File: src/rtl/mf_rule_classifier.sv
module mf_rule_classifier #(
  parameter int NUM_RULES = 8,
  parameter int ACT_W = 8,
  parameter logic [ACT_W-1:0] DEFAULT_ACT = '1,
  localparam int IDX_W = (NUM_RULES > 1) ? $clog2(NUM_RULES) : 1
) (
  input  logic             clk,
  input  logic             rst_n,
  input  logic             q_valid,
  output logic             q_ready,
  input  logic [31:0]      q_src,
  input  logic [31:0]      q_dst,
  input  logic [7:0]       q_proto,
  output logic             res_valid,
  input  logic             res_ready,
  output logic             res_hit,
  output logic [ACT_W-1:0] res_action,
  input  logic             wr_en,
  input  logic [IDX_W-1:0] wr_idx,
  input  logic             wr_valid,
  input  logic [31:0]      wr_src,
  input  logic [5:0]       wr_src_len,
  input  logic [31:0]      wr_dst,
  input  logic [5:0]       wr_dst_len,
  input  logic [7:0]       wr_proto,
  input  logic             wr_proto_any,
  input  logic [ACT_W-1:0] wr_action
);

  logic             en_r   [NUM_RULES];
  logic [31:0]      src_r  [NUM_RULES];
  logic [5:0]       slen_r [NUM_RULES];
  logic [31:0]      dst_r  [NUM_RULES];
  logic [5:0]       dlen_r [NUM_RULES];
  logic [7:0]       pro_r  [NUM_RULES];
  logic             pany_r [NUM_RULES];
  logic [ACT_W-1:0] act_r  [NUM_RULES];

  logic             any_hit;
  logic [ACT_W-1:0] win_act;
  logic             accept;

  function automatic logic [31:0] pfx_mask(input logic [5:0] len);
    if (len == 6'd0)       return 32'h0;
    else if (len >= 6'd32) return 32'hFFFF_FFFF;
    else                   return ~(32'hFFFF_FFFF >> len);
  endfunction

  function automatic logic pfx_hit(input logic [31:0] a, input logic [31:0] p,
                                   input logic [5:0] len);
    logic [31:0] m;
    m = pfx_mask(len);
    return ((a ^ p) & m) == 32'h0;
  endfunction

  assign q_ready = !res_valid || res_ready;
  assign accept  = q_valid && q_ready;

  always_ff @(posedge clk) begin
    if (!rst_n) begin
      for (int i = 0; i < NUM_RULES; i++) begin
        en_r[i]   <= 1'b0;
        src_r[i]  <= '0;
        slen_r[i] <= '0;
        dst_r[i]  <= '0;
        dlen_r[i] <= '0;
        pro_r[i]  <= '0;
        pany_r[i] <= 1'b0;
        act_r[i]  <= '0;
      end
    end else if (wr_en) begin
      for (int i = 0; i < NUM_RULES; i++) begin
        if (i == int'(wr_idx)) begin
          en_r[i]   <= wr_valid;
          src_r[i]  <= wr_src;
          slen_r[i] <= wr_src_len;
          dst_r[i]  <= wr_dst;
          dlen_r[i] <= wr_dst_len;
          pro_r[i]  <= wr_proto;
          pany_r[i] <= wr_proto_any;
          act_r[i]  <= wr_action;
        end
      end
    end
  end

  always_comb begin
    any_hit = 1'b0;
    win_act = DEFAULT_ACT;
    for (int i = NUM_RULES - 1; i >= 0; i--) begin
      if (en_r[i] && pfx_hit(q_src, src_r[i], slen_r[i]) &&
          pfx_hit(q_dst, dst_r[i], dlen_r[i]) &&
          (pany_r[i] || (q_proto == pro_r[i]))) begin
        any_hit = 1'b1;
        win_act = act_r[i];
      end
    end
  end

  always_ff @(posedge clk) begin
    if (!rst_n) begin
      res_valid  <= 1'b0;
      res_hit    <= 1'b0;
      res_action <= DEFAULT_ACT;
    end else if (accept) begin
      res_valid  <= 1'b1;
      res_hit    <= any_hit;
      res_action <= win_act;
    end else if (res_ready) begin
      res_valid  <= 1'b0;
    end
  end


  accept_result_chk: assert property (@(posedge clk) disable iff (!rst_n)
    q_valid && q_ready |=> res_valid);


  stall_hold_chk: assert property (@(posedge clk) disable iff (!rst_n)
    res_valid && !res_ready |=> res_valid && $stable(res_action) && $stable(res_hit));


  idle_ready_chk: assert property (@(posedge clk) disable iff (!rst_n)
    !res_valid |-> q_ready);


  miss_default_chk: assert property (@(posedge clk) disable iff (!rst_n)
    res_valid && !res_hit |-> res_action == DEFAULT_ACT);


  reset_idle_chk: assert property (@(posedge clk)
    !rst_n |=> !res_valid);

endmodule

File: config.mk
export PLATFORM = sky130hd
export DESIGN_NAME = mf_rule_classifier
export DESIGN_NICKNAME = d
export VERILOG_FILES = /design/src/rtl/mf_rule_classifier.sv
export SDC_FILE = /design/constraint.sdc
export NUM_CORES = 2
export LEC_CHECK = 0
export ABC_CLOCK_PERIOD_IN_PS = 12000
export BUFFER_PORTS_ARGS = -buffer_cell sky130_fd_sc_hd__buf_2
export CORE_MARGIN = 2
export CORE_UTILIZATION = 45
export DETAILED_ROUTE_END_ITERATION = 16
export SLEW_MARGIN = 20
export SYNTH_ARGS = -nofsm -noshare
export SYNTH_HDL_FRONTEND = slang
export SYNTH_SLANG_ARGS = --single-unit
File: constraint.sdc
create_clock -name clk -period 12 [get_ports clk]
set_input_delay 2.4 -clock clk [delete_from_list [all_inputs] [get_ports clk]]
set_output_delay 2.4 -clock clk [all_outputs]
set_load 0.02 [all_outputs]
==> results.toml <==
[clock_tree]
htree_levels = 3
clk_latency_ps = 660
clockBufferDepth = 3
clkTransAtPathRegs_ps = 60
cts-hold-fix-buffers = 0
cts_tree = "yes"
post_cts_resized = 0
cts_root_buffer = "clkbuf_16"
cts.sinks = 762
cts_buffers = 87
post_cts_buffers = 0

[sta]
setup-violations-final = 0
fin_crit_ps = 5770
worstMarginPinSlew_ps = 1230
fin_crit_sh = 0.480
grt_setup_unrepaired = "no"
maxSlewHeadroom = 0.177
maxSlewViolCount = 0
fin_tns_setup_ps = 0
hold_violations = 0
finClkSkew_ps = 32.0
max_freq_mhz = 173
holdWs_ps = 553

[floorplanning]
die_height_um = 299
ios = 185
coreArea_mm2 = 0.0863
std_cell_rows = 108
initial_core_util = 0.452
dieArea_mm2 = 0.0892
die-width_um = 299

[detailed_routing]
drt-total-wl_um = 158000
ant_nets = 0
drc_errors = 0
viasPerCell = 6.11
drt_first_pass_iters = 6
wl_per_cell_um = 32.3
via_count = 29800
dr.first_iter.drc_count = 4045

[power]
power_density_mw_per_mm2 = 160
p_leak_nw = 15.6
fin_total_pwr_mw = 7.02
vdd_drop_max_v = 0.000137

[layout]
area_growth_pct = 12.2
nNetsFinal = 3829
num-fill-cells = 7853
layoutNonFillerInstCount = 4877
drive_gt1_frac = 0.110
antenna_cells = 0
fin_area_mm2 = 0.0438

[synth]
synth_commonest_cells = "edfxtp_1, nor2_1, xnor2_1"
synth_edf_count = 751
synthCells = 3583
syn-num-nets = 3757
yosys_warnings = 0
avgSynthCellArea_um2 = 10.9
ys_top_cells_by_area = "edfxtp_1, xnor2_1, nor2_1"
async_flop_share = 0
synth_area_mm2 = 0.0391
yosysTopAreaCellShare = 0.577
yosysTopAreaCell = "edfxtp_1"
synth_cell_type_count = 84
post-synth-top-count-cell = "edfxtp_1"
synth_seq_area_share = 0.583
yosys_register_bits = 762
ys.flop_type = "edfxtp_1"

[placed_design]
io_buffers = 184
globalplace.congestion = 1.05
place_area_mm2 = 0.0409
placed_cells = 4721
hpwl_um = 113000

[grt]
track_usage = 0.348
first_global_vias = 28000
grt_max_degree = 60
grt_antenna_before_repair = 6
overflow = 0
grt_first_pass_wirelength_um = 217000

[setup_path]
cp_max_fo = 16
criticalPathCategory = "input port to flip-flop"
end_kind = "flip-flop"
required_ps = 12500
crit_arrival_ps = 6270
start_kind = "input port"

[hold_path]
hp-class = "flip-flop to flip-flop"

[flow_run]
max-cap-violations = 0

[outcome]
status = "finished clean"
critical path: stages:
cell       delay [ps]
buf_2             200
xor2_1            210
nor4b_1           420
o32ai_1           290
or4_1             610
a2111oi_2         640
nand4_1           340
or3_4             520
or2_1             240
a311oi_1          290
o21ai_1           100
worst paths after layout:
check / slack [ps] / to / start / cells after the start
max: 6230 / res_action[1]$_SDFFE_PN1P_ / q_src[15] / 11
min: 550 / res_action[5]$_SDFFE_PN1P_ / act_r[0][21]$_SDFFCE_PN0P_ / 3
max reg2reg: 7230 / res_action[3]$_SDFFE_PN1P_ / dlen_r[0][32]$_SDFFCE_PN0P_ / 10
min reg2reg: 550 / res_action[5]$_SDFFE_PN1P_ / act_r[0][21]$_SDFFCE_PN0P_ / 3
cells by family after synthesis:
logic type      Yosys count  synth area share
compound gates          680             0.112
buf+inv                 400            0.0401
xor+xnor                576             0.129
fa+ha+maj                13           0.00333
simple gates           1143             0.129
flops                   762             0.583
mux                       9           0.00250
power by group:
group	leakage, nW	internal, mW	switching, mW	total (mW)
combinational	6.84	0.292	0.695	0.986
clock	1.42	1.62	1.12	2.74
sequential	7.37	3.13	0.167	3.30
total	15.6	5.05	1.98	7.02
per-stage QoR:
step / utilization / setup WS [ps]
final: 0.507 / 6230
after global routing: 0.507 / 6240
after CTS: 0.507 / 6390
after detailed placement: 0.474 / 5720
after global placement: 0.474 / 5750
after floorplan: - / 2210
placed cells by master, fill, tap and decap left out, drive strengths merged, types with 11 or more instances in the layout:
cell type	Yosys	layout
and3	15	15
inv	149	150
o21a	15	15
or4	18	18
and2	11	11
buf	57	234
o32ai	12	12
nor3	40	40
nand2	193	193
edfxtp	751	751
or3	26	26
a31oi	30	30
or2	22	22
a21o	15	15
nand2b	15	15
o2111ai	11	11
o211ai	29	29
o21ai	176	176
nor2	660	660
dfxtp	11	11
nand3	38	38
xnor2	294	294
xor2	282	282
clkinv	0	29
o31ai	15	15
maj3	13	13
o221ai	22	22
a22oi	17	17
o22ai	37	37
clkbuf	194	116
a2111oi	12	12
nand4	23	23
a211oi	28	28
nor4	45	45
a21oi	167	167
registers in the layout, indices dropped and copies added (netlist names), 8 cells and up:
| name | cells |
|---|---|
| pro_r | 64 |
| dlen_r | 48 |
| en_r | 8 |
| pany_r | 8 |
| res_action | 8 |
| dst_r | 256 |
| act_r | 64 |
| src_r | 256 |
| slen_r | 48 |
routing by layer:
layer,global-route usage,part of all wire,vias to the layer above
li1,-,-,12800
met1,0.459,0.38,14700
met2,0.538,0.45,1863
met3,0.0750,0.11,400
met4,0.187,0.065,6
met5,0.00582,0.00027,-
final cells by class:
| cell class | instances | area (um2) | area share |
|---|---|---|---|
| Clock buffer | 116 | 2450 | 0.0560 |
| Clock inverter | 40 | 434 | 0.00991 |
| Inverter | 149 | 559 | 0.0128 |
| Multi-Input combinational cell | 2421 | 14900 | 0.339 |
| Sequential cell | 762 | 22800 | 0.520 |
| Tap cell | 1155 | 1450 | 0.0330 |
| Timing Repair Buffer | 234 | 1300 | 0.0296 |
Note: power is estimated with default switching activity, not from simulation.
